<file path="src/rtl/sr_cmd_pkg.sv">
package sr_cmd_pkg;
  // Length of the command chain (five shared reads plus the selecting read)
  localparam int SEQ_LEN = 6;
  localparam int STEP_W  = $clog2(SEQ_LEN + 1);

  typedef enum logic [1:0] {
    OP_IDLE,
    OP_WAIT,
    OP_RUN
  } opState_t;

  // Strobes from the control into the datapath
  typedef struct packed {
    logic clearDirty;
    logic armInhibit;
  } ctlStb_t;
endpackage

</file>
<file path="src/rtl/sr_cmd_datapath.sv">
module sr_cmd_datapath
  import sr_cmd_pkg::*;
#(
  parameter int ADDR_W = 15,
  parameter int CMP_W  = 14,
  parameter logic [CMP_W-1:0] SEQ_0 = 14'h1A5C,
  parameter logic [CMP_W-1:0] SEQ_1 = 14'h25A3,
  parameter logic [CMP_W-1:0] SEQ_2 = 14'h0F0F,
  parameter logic [CMP_W-1:0] SEQ_3 = 14'h30F0,
  parameter logic [CMP_W-1:0] SEQ_4 = 14'h1C3E,
  parameter logic [CMP_W-1:0] SEQ_STORE  = 14'h2B71,
  parameter logic [CMP_W-1:0] SEQ_RECALL = 14'h0D4E
) (
  input  logic              clk,
  input  logic              rstN,
  input  logic              ceN,
  input  logic              weN,
  input  logic              oeN,
  input  logic [ADDR_W-1:0] addr,
  input  logic              powerLow,
  input  logic              busLock,
  input  ctlStb_t           stb,
  output logic              rdAcc,
  output logic              wrCycle,
  output logic [SEQ_LEN-2:0] matchVec,
  output logic              matchStore,
  output logic              matchRecall,
  output logic              dirty,
  output logic              pwrEdge,
  output logic              sramWrEn,
  output logic              sramRdEn
);
  localparam int SHARED = SEQ_LEN - 1;
  localparam logic [SHARED-1:0][CMP_W-1:0] SEQ_TAB = {SEQ_4, SEQ_3, SEQ_2, SEQ_1, SEQ_0};

  logic [CMP_W-1:0] cmpAddr;
  logic wrMode;
  logic wrInhibit;
  logic pwrPrev;

  assign cmpAddr = addr[CMP_W-1:0];

  generate
    if (ADDR_W > CMP_W) begin : g_hi
      logic unusedAddrHi;
      assign unusedAddrHi = ^addr[ADDR_W-1:CMP_W];
    end
  endgenerate

  // One comparator per shared step
  generate
    for (genvar i = 0; i < SHARED; i++) begin : g_cmp
      assign matchVec[i] = (cmpAddr == SEQ_TAB[i]);
    end
  endgenerate

  assign matchStore  = (cmpAddr == SEQ_STORE);
  assign matchRecall = (cmpAddr == SEQ_RECALL);

  assign wrMode   = !ceN && !weN;
  assign wrCycle  = wrMode;
  assign rdAcc    = !ceN && weN && !busLock;
  assign sramRdEn = !ceN && weN && !oeN && !busLock;
  assign sramWrEn = wrMode && !wrInhibit && !busLock;
  assign pwrEdge  = powerLow && !pwrPrev;

  // Write inhibit: armed at power-up and at command end, released out of write mode
  always_ff @(posedge clk or negedge rstN) begin
    if (!rstN)               wrInhibit <= 1'b1;
    else if (stb.armInhibit) wrInhibit <= 1'b1;
    else if (!wrMode)        wrInhibit <= 1'b0;
  end

  // Written-since-save flag
  always_ff @(posedge clk or negedge rstN) begin
    if (!rstN)               dirty <= 1'b0;
    else if (stb.clearDirty) dirty <= 1'b0;
    else if (sramWrEn)       dirty <= 1'b1;
  end

  always_ff @(posedge clk or negedge rstN) begin
    if (!rstN) pwrPrev <= 1'b0;
    else       pwrPrev <= powerLow;
  end
endmodule

</file>
<file path="src/rtl/sr_cmd_ctrl.sv">
module sr_cmd_ctrl
  import sr_cmd_pkg::*;
(
  input  logic               clk,
  input  logic               rstN,
  input  logic               rdAcc,
  input  logic               wrCycle,
  input  logic [SEQ_LEN-2:0] matchVec,
  input  logic               matchStore,
  input  logic               matchRecall,
  input  logic               dirty,
  input  logic               pwrEdge,
  input  logic               hwStoreN,
  input  logic               busy,
  output logic               storeStb,
  output logic               recallStb,
  output logic               busLock,
  output ctlStb_t            stb
);
  localparam logic [STEP_W-1:0] LAST_STEP = STEP_W'(SEQ_LEN - 1);

  opState_t opState;
  logic [STEP_W-1:0] step;
  logic [STEP_W-1:0] stepNext;
  logic [(1<<STEP_W)-1:0] hitVec;
  logic opIsStore;
  logic idle, seqLast, seqStore, seqRecall, storeWant;
  logic startStore, startRecall, opDone;

  assign idle      = (opState == OP_IDLE);
  assign seqLast   = idle && rdAcc && (step == LAST_STEP);
  assign seqStore  = seqLast && matchStore;
  assign seqRecall = seqLast && matchRecall;
  assign storeWant = seqStore || !hwStoreN || pwrEdge;

  // Save sources take priority; a save with nothing written is dropped
  assign startStore  = idle && storeWant && dirty;
  assign startRecall = idle && seqRecall && !startStore;
  assign opDone      = (opState == OP_RUN) && !busy;

  assign busLock        = !idle;
  assign stb.clearDirty = opDone && opIsStore;
  assign stb.armInhibit = opDone;

  always_comb begin
    hitVec = '0;
    hitVec[SEQ_LEN-2:0] = matchVec;
  end

  always_comb begin
    stepNext = step;
    if (idle) begin
      if (wrCycle)                 stepNext = '0;
      else if (rdAcc) begin
        if (step == LAST_STEP)     stepNext = '0;
        else if (hitVec[step])     stepNext = step + 1'b1;
        else                       stepNext = '0;
      end
    end
  end

  always_ff @(posedge clk or negedge rstN) begin
    if (!rstN) step <= '0;
    else       step <= stepNext;
  end

  always_ff @(posedge clk or negedge rstN) begin
    if (!rstN) begin
      opState   <= OP_IDLE;
      opIsStore <= 1'b0;
    end else begin
      case (opState)
        OP_IDLE: begin
          if (startStore || startRecall) begin
            opState   <= OP_WAIT;
            opIsStore <= startStore;
          end
        end
        OP_WAIT: if (busy) opState <= OP_RUN;
        OP_RUN:  if (!busy) opState <= OP_IDLE;
        default: opState <= OP_IDLE;
      endcase
    end
  end

  always_ff @(posedge clk or negedge rstN) begin
    if (!rstN) begin
      storeStb  <= 1'b0;
      recallStb <= 1'b0;
    end else begin
      storeStb  <= startStore;
      recallStb <= startRecall;
    end
  end
endmodule

</file>
<file path="src/rtl/sw_nv_cmd_detect.sv">
module sw_nv_cmd_detect
  import sr_cmd_pkg::*;
#(
  parameter int ADDR_W = 15,
  parameter int CMP_W  = 14,
  parameter logic [CMP_W-1:0] SEQ_0 = 14'h1A5C,
  parameter logic [CMP_W-1:0] SEQ_1 = 14'h25A3,
  parameter logic [CMP_W-1:0] SEQ_2 = 14'h0F0F,
  parameter logic [CMP_W-1:0] SEQ_3 = 14'h30F0,
  parameter logic [CMP_W-1:0] SEQ_4 = 14'h1C3E,
  parameter logic [CMP_W-1:0] SEQ_STORE  = 14'h2B71,
  parameter logic [CMP_W-1:0] SEQ_RECALL = 14'h0D4E
) (
  input  logic              clk,
  input  logic              rstN,
  input  logic              ceN,
  input  logic              weN,
  input  logic              oeN,
  input  logic [ADDR_W-1:0] addr,
  input  logic              busy,
  input  logic              hwStoreN,
  input  logic              powerLow,
  output logic              storeStb,
  output logic              recallStb,
  output logic              busLock,
  output logic              sramRdEn,
  output logic              sramWrEn
);
  ctlStb_t stb;
  logic rdAcc, wrCycle, matchStore, matchRecall, dirty, pwrEdge;
  logic [SEQ_LEN-2:0] matchVec;

  sr_cmd_datapath #(
    .ADDR_W(ADDR_W), .CMP_W(CMP_W),
    .SEQ_0(SEQ_0), .SEQ_1(SEQ_1), .SEQ_2(SEQ_2), .SEQ_3(SEQ_3), .SEQ_4(SEQ_4),
    .SEQ_STORE(SEQ_STORE), .SEQ_RECALL(SEQ_RECALL)
  ) u_dp (
    .clk(clk), .rstN(rstN), .ceN(ceN), .weN(weN), .oeN(oeN), .addr(addr),
    .powerLow(powerLow), .busLock(busLock), .stb(stb),
    .rdAcc(rdAcc), .wrCycle(wrCycle), .matchVec(matchVec),
    .matchStore(matchStore), .matchRecall(matchRecall), .dirty(dirty),
    .pwrEdge(pwrEdge), .sramWrEn(sramWrEn), .sramRdEn(sramRdEn)
  );

  sr_cmd_ctrl u_ctrl (
    .clk(clk), .rstN(rstN), .rdAcc(rdAcc), .wrCycle(wrCycle),
    .matchVec(matchVec), .matchStore(matchStore), .matchRecall(matchRecall),
    .dirty(dirty), .pwrEdge(pwrEdge), .hwStoreN(hwStoreN), .busy(busy),
    .storeStb(storeStb), .recallStb(recallStb), .busLock(busLock), .stb(stb)
  );
endmodule

</file>
<file path="config.mk">
export PLATFORM = sky130hd
export DESIGN_NAME = sw_nv_cmd_detect
export DESIGN_NICKNAME = d
export VERILOG_FILES = /design/src/rtl/sr_cmd_pkg.sv /design/src/rtl/sr_cmd_datapath.sv /design/src/rtl/sr_cmd_ctrl.sv /design/src/rtl/sw_nv_cmd_detect.sv
export SDC_FILE = /design/constraint.sdc
export NUM_CORES = 1
export LEC_CHECK = 0
export BUFFER_PORTS_ARGS = -buffer_cell sky130_fd_sc_hd__buf_2
export CELL_PAD_IN_SITES_DETAIL_PLACEMENT = 0
export CELL_PAD_IN_SITES_GLOBAL_PLACEMENT = 1
export CORE_UTILIZATION = 39
export DETAILED_ROUTE_END_ITERATION = 10
export HOLD_SLACK_MARGIN = 0.12
export PLACE_DENSITY_LB_ADDON = 0.25
export SLEW_MARGIN = 20
export SYNTH_ARGS = -nofsm -noshare
export SYNTH_HDL_FRONTEND = slang
export SYNTH_HIERARCHICAL = 1
export SYNTH_SLANG_ARGS = --single-unit
</file>
<file path="constraint.sdc">
create_clock -name clk -period 3.55 [get_ports clk]
set_clock_uncertainty 0.05 [all_clocks]
set_input_delay 0 -clock clk [delete_from_list [all_inputs] [get_ports clk]]
set_output_delay 0 -clock clk [all_outputs]
set_load 0.01 [all_outputs]
</file>
# --- After elaboration in Yosys (flattened, before gate mapping) ---
# Cells that the tools add are included.
word_totals:
  word_cells: 74
  in_bits: 23
  register_bits: 11
op_classes:
  n_lt_le_gt_ge: 1
  muxes: 14
  n_reduce_logical: 36
  n_eq_ne: 14
  addsub: 1
ops:
  columns: ["op", "count"]
  rows:
  - ["14-bit == test, second input constant", 3]
  - ["14-bit by 12-bit == test with 1-bit output, second input constant", 2]
  - ["14-bit by 13-bit == test with 1-bit output, second input constant", 2]
  - ["1-bit logical AND", 18]
  - ["3-bit two-way mux", 4]
  - ["1-bit logical NOT", 9]
  - ["2-bit two-way mux", 3]
  - ["2-bit != test, second input constant", 3]
  - ["2-bit one-hot mux with 3 select lines", 1]
  - ["1-bit two-way mux", 5]
  - ["3-bit by 4-bit less-than comparator with 1-bit output, second input constant", 1]
  - ["2-bit AND reduction", 2]
  - ["2-bit nonzero test", 2]
  - ["3-bit by 1-bit adder with 3-bit output, second input constant", 1]
  - ["1-bit binary-select mux with 3-bit select", 1]
  - ["3-bit == test, second input constant", 1]
  - ["1-bit logical OR", 3]
  - ["3-bit AND reduction", 1]
  - ["2-bit by 1-bit == test with 1-bit output, second input constant", 1]
  - ["2-bit == test, second input constant", 1]
  - ["2-bit logical NOT", 1]
  - ["2-bit by 1-bit != test with 1-bit output, second input constant", 1]

# --- Logic depth before layout (Yosys ltp) ---
depth:
  ltp_word: 15
  mapped_depth: 6

# --- Hierarchy ---
# Netlist, hierarchy kept.
by_module_without_submodules:
  columns: ["mod", "area_each_um2", "instances", "cells_per_inst", "seq_area_each_um2"]
  rows:
  - ["sr_cmd_ctrl", 500.5, 1, 55, 200.2]
  - ["sr_cmd_datapath", 355.3, 1, 36, 76.3]

# --- Worst setup path before layout ---
# Ideal clock, no wire load.
synth_path:
  kind: "reg2reg"
  startpoint: "register u_ctrl.opState[0]"
  endpoint: "register u_ctrl.opIsStore"
  arrival_ns: 1.836
  n_path_buf: 1
  synth_period_minus_slack_ns: 2.004
  setup_time_ns: 0.118
  path_stages_with_launch: 7
  slack_ns: 1.546
  required_ns: 3.382
  path_cell_list: "dfrtp_1 -> or2_1 -> clkbuf_2 -> nor3b_1 -> nor3b_1 -> nand4_1 -> a21o_1"
synth_between:
  elab_chain_cells: 13
  word_cells_on_any_way: 15
  cone_classes: "reduce/logical (15)"
synth_rtl:
  columns: ["element", "line_no", "source"]
  rows:
  - ["start: declaration", "sr_cmd_ctrl.sv:22", "opState_t opState;"]
  - ["start signal: assignment", "sr_cmd_ctrl.sv:69", "opState <= OP_IDLE;"]
  - ["start signal: assignment", "sr_cmd_ctrl.sv:75", "opState <= OP_WAIT;"]
  - ["start signal: assignment", "sr_cmd_ctrl.sv:79", "OP_WAIT: if (busy) opState <= OP_RUN;"]
  - ["2-bit logical NOT (*)", "sr_cmd_ctrl.sv:30", "assign idle = (opState == OP_IDLE);"]
  - ["1-bit logical AND (*)", "sr_cmd_datapath.sv:62", "assign rdAcc = !ceN && weN && !busLock;"]
  - ["net rdAcc", "sw_nv_cmd_detect.sv:30", "logic rdAcc, wrCycle, matchStore, matchRecall, dirty, pwrEdge;"]
  - ["1-bit logical AND (*) (2 in a row)", "sr_cmd_ctrl.sv:31", "assign seqLast = idle && rdAcc && (step == LAST_STEP);"]
  - ["1-bit logical AND", "sr_cmd_ctrl.sv:32", "assign seqStore = seqLast && matchStore;"]
  - ["1-bit logical OR (2 in a row)", "sr_cmd_ctrl.sv:34", "assign storeWant = seqStore || !hwStoreN || pwrEdge;"]
  - ["1-bit logical AND (2 in a row)", "sr_cmd_ctrl.sv:37", "assign startStore = idle && storeWant && dirty;"]
  - ["1-bit logical NOT", "sr_cmd_ctrl.sv:38", "assign startRecall = idle && seqRecall && !startStore;"]
  - ["1-bit logical AND", "sr_cmd_ctrl.sv:38", null]
  - ["1-bit logical OR", "sr_cmd_ctrl.sv:74", "if (startStore || startRecall) begin"]
  - ["2-bit AND reduction (no source line)", null, null]
  - ["end signal: assignment", "sr_cmd_ctrl.sv:76", "opIsStore <= startStore;"]
  - ["end: declaration", "sr_cmd_ctrl.sv:26", "logic opIsStore;"]
# Mark *: on every way through the listed nets, which the timed path passes. The rest lies on a longest branch.
# A chain may end at the register's enable or synchronous reset.

# --- Final worst setup path ---
# Same ends and word-level chain as after synthesis.

==> summary.md <==
| Metric | Value |
|---|---|
| Status | `finished, final reports clean` |
| Gpl congestion | `between 0.8 and 0.9` |
| Clock transition at the registers of the reported paths | `0.07 ns` |
| FF-to-FF Start | `u_ctrl/opState[0]` |
| Sink Count | `11` |
| Initial antenna violation count | `0` |
| Largest family of logic cells by synthesized area | `simple AND/OR/NAND/NOR gates` |
| Critical Path Source | `u_ctrl/opState[0]` |
| Relative slew slack | `0.611` |
| Cell Area, Synth | `856 um2` |
| Largest fanout on the critical path | `8` |
| Post-synthesis compound-gate area fraction | `0.107` |
| Vias/cell | `5.68` |
| All-Layer GR Usage | `0.191` |
| CTS tree | `built` |
| Final min period | `between 2 and 2.5 ns` |
| Leakage | `0.444 nW` |
| Vias | `approximately 900` |
| Layout cells sized above 1 | `0.299` |
| Tot Pwr | `0.000388 W` |
| DRT iter0 DRCs | `15` |
| I/O Pins | `28` |
| Remaining antenna violation count | `0` |
| CP Capture Type | `flip-flop` |
| Worst reg2reg setup slack | `around 1.2 ns` |
| Cell with the largest stage delay on the worst path | `nor3b_1` |
| Worst reg2reg path depth | `5` |
| Fin Hold WS | `0.143 ns` |
| Layout filler cell count | `202` |
| Rows | `16` |
| Post-CTS setup buffer count | `0` |
| Dominant cells by area after synthesis | `dfrtp_1, nand4bb_1, nand4b_1` |
| Final period util | `0.657` |
| Setup CP Type | `flip-flop to flip-flop` |
| Syn Nets | `about 120` |
| Drt first pass iters | `4` |
| First-pass GRT wire length | `3500 um` |
| Power per cell area | `around 350 nW/um2` |
| CTS H-tree depth | `1` |
| Fmax | `0.429 GHz` |
| FF/Latch Area | `between 200 and 300 um2` |
| Post-CTS Resized | `0` |
| Final nets | `about 150` |
| Chip height | `48.8 um` |
| Diode count | `0` |
| Layout area overhead | `30.1%` |
| WP data arrival | `2.45 ns` |
| Final slew viol count | `0` |
| DP Wirelength | `roughly 1500 um` |
| Synth top cells by count | `dfrtp_1, nor2_1, nand4bb_1, nor4_1` |
| Top-count cell post-synth | `dfrtp_1` |
| VDD IR max | `about 0.00028 V` |
| Placed cell count | `142` |
| CP most frequent cell | `nor3b_1` |
| Final Hold Fails | `0` |
| Die Wd | `between 40 and 50 um` |
| Post-Synth XOR/XNOR Area | `0` |
| Synthesized flop and latch total | `11` |
| PortBufs | `26` |
| Mux share of post-synthesis cell area | `0.0380` |
| Multi-input logic area | `approximately 550 um2` |
| CTS Hold Bufs | `8` |
| Syn avg cell area | `9.40 um2` |
| Max-cap violation count | `0` |
| Worst Tran Pin Value | `0.582 ns` |
| Top-area cell type share of the netlist area | `0.292` |
| Post-synth EDFFs | `0` |
| Mapped Cells | `91` |
| Fin cells | `around 150` |
| Hold/Removal Path Class | `primary input to flip-flop` |
| CP endpoint | `u_ctrl/opIsStore` |
| Number of global-route vias before repair | `781` |
| CTS max path bufs | `2` |
| DRC Markers | `0` |
| Synth Area in Simple Gates | `0.471` |
| Largest net degree at the start of global routing | `11` |
| Post-synth top area cell | `dfrtp_1` |
| Asr flop ratio synth | `1.00` |
| R2r endpoint | `u_ctrl/opIsStore` |
| GRT overflow | `0` |
| Max stage delay on crit path | `0.53 ns` |
| Post-synthesis adder-cell area fraction | `0.0292` |
| RSZ-0062 raised after global routing | `no` |
| Worst setup SP type | `flip-flop` |
| WL/cell | `13.4 um` |
| CTS Root Cell | `clkbuf_4` |
| Sequential area share after synthesis | `0.323` |
| Worst Path Required | `between 3 and 4 ns` |
| Worst path cell trace | `or2_1, nor3b_1, nor3b_1, nand4_1, a21o_1` |
| Distinct cells, synth | `37` |
| YS warnings | `6` |
| Core area | `2020 um2` |
| Worst skew pair latency | `0.27 ns` |
| Commonest register cell after synthesis | `dfrtp_1` |
| Setup violators final | `0` |
| DIE AREA | `2390 um2` |
| Sum Neg Setup Slack | `0 ns` |
| Num CTS Buffers | `3` |
| Routed WL | `around 2100 um` |
| Initial core utilization | `0.423` |
-- report_power, final --
group | internal (W) | total (W) | switching (W) | leakage [nW]
logic | 0.0000644 | 0.000139 | 0.0000749 | 0.293
registers | 0.000150 | 0.000163 | 0.0000134 | 0.136
clock network | 0.0000435 | 0.0000852 | 0.0000417 | 0.0150
total | 0.000258 | 0.000388 | 0.000130 | 0.444
-- metal layers --
metal | GRT usage | vias up | part of all wire | routed length (um)
li1 | - | 423 | - | -
met2 | 0.269 | 45 | 0.42 | 871
met3 | 0.0623 | 3 | 0.085 | 176
met5 | 0 | - | 0 | 0
met4 | 0.0294 | 0 | 0.0048 | 10
met1 | 0.288 | 404 | 0.49 | 1000
-- layout make-up --
type / count / share of cell area
well taps: 27 / 0.0303
multi-input cells: 74 / 0.496
flip-flops and latches: 11 / 0.248
inverters: 4 / 0.0135
clock buffers: 4 / 0.0236
repair buffers: 34 / 0.189
-- flip-flops by register name, summed over array words and instances (netlist names) --
| register | flops |
|---|---|
| u_ctrl/recallStb | 1 |
| u_ctrl/opIsStore | 1 |
| u_dp/wrInhibit | 1 |
| u_dp/pwrPrev | 1 |
| u_ctrl/step | 3 |
| u_ctrl/storeStb | 1 |
| u_ctrl/opState | 2 |
| u_dp/dirty | 1 |
-- worst min-delay path by stage --
stage             start          endpoint  depth (start not counted)
2_1_floorplan      rstN  u_ctrl/opIsStore                          0
3_3_place_gp       rstN        u_dp/dirty                          1
3_5_place_dp       rstN        u_dp/dirty                          1
4_1_cts        addr[10]    u_ctrl/step[2]                          5
5_1_grt            rstN    u_dp/wrInhibit                          2
6_report       addr[10]    u_ctrl/step[2]                          5
-- cell families after synthesis --
| kind of cell | Yosys count |
|---|---|
| flip-flops | 11 |
| AO/OA/AOI/OAI | 13 |
| multiplexers | 3 |
| adder cells (fa/ha/maj) | 2 |
| AND/OR/NAND/NOR | 56 |
| buffers and inverters | 6 |
-- through the flow --
step           setup slack [ns]  utilization  cell area, um2
2_1_floorplan              1.55            -             856
6_report                   1.22        0.551            1110
3_3_place_gp               1.24        0.498            1010
3_5_place_dp               1.26        0.498            1010
5_1_grt                    1.07        0.551            1110
4_1_cts                    1.24        0.551            1110
-- critical path, delay by kind of cell (launching register included) --
family | cells | cell delay (ns)
flip-flops | 1 | 0.39
AO/OA/AOI/OAI | 1 | 0.21
AND/OR/NAND/NOR | 4 | 1.57
-- placed cells by master, fill, tap and decap left out, types with 3 or more instances in the layout --
| master | count |
|---|---|
| inv_1 | 4 |
| dlygate4sd3_1 | 8 |
| nor2b_1 | 3 |
| nand4b_1 | 4 |
| clkbuf_4 | 3 |
| dfrtp_1 | 10 |
| nand4bb_1 | 6 |
| o21ai_0 | 3 |
| nor4_1 | 5 |
| nand2b_1 | 4 |
| nand4_1 | 3 |
| buf_2 | 26 |
| nor2_1 | 9 |
| nor3b_1 | 3 |
Note: power is estimated with default switching activity, not from simulation.
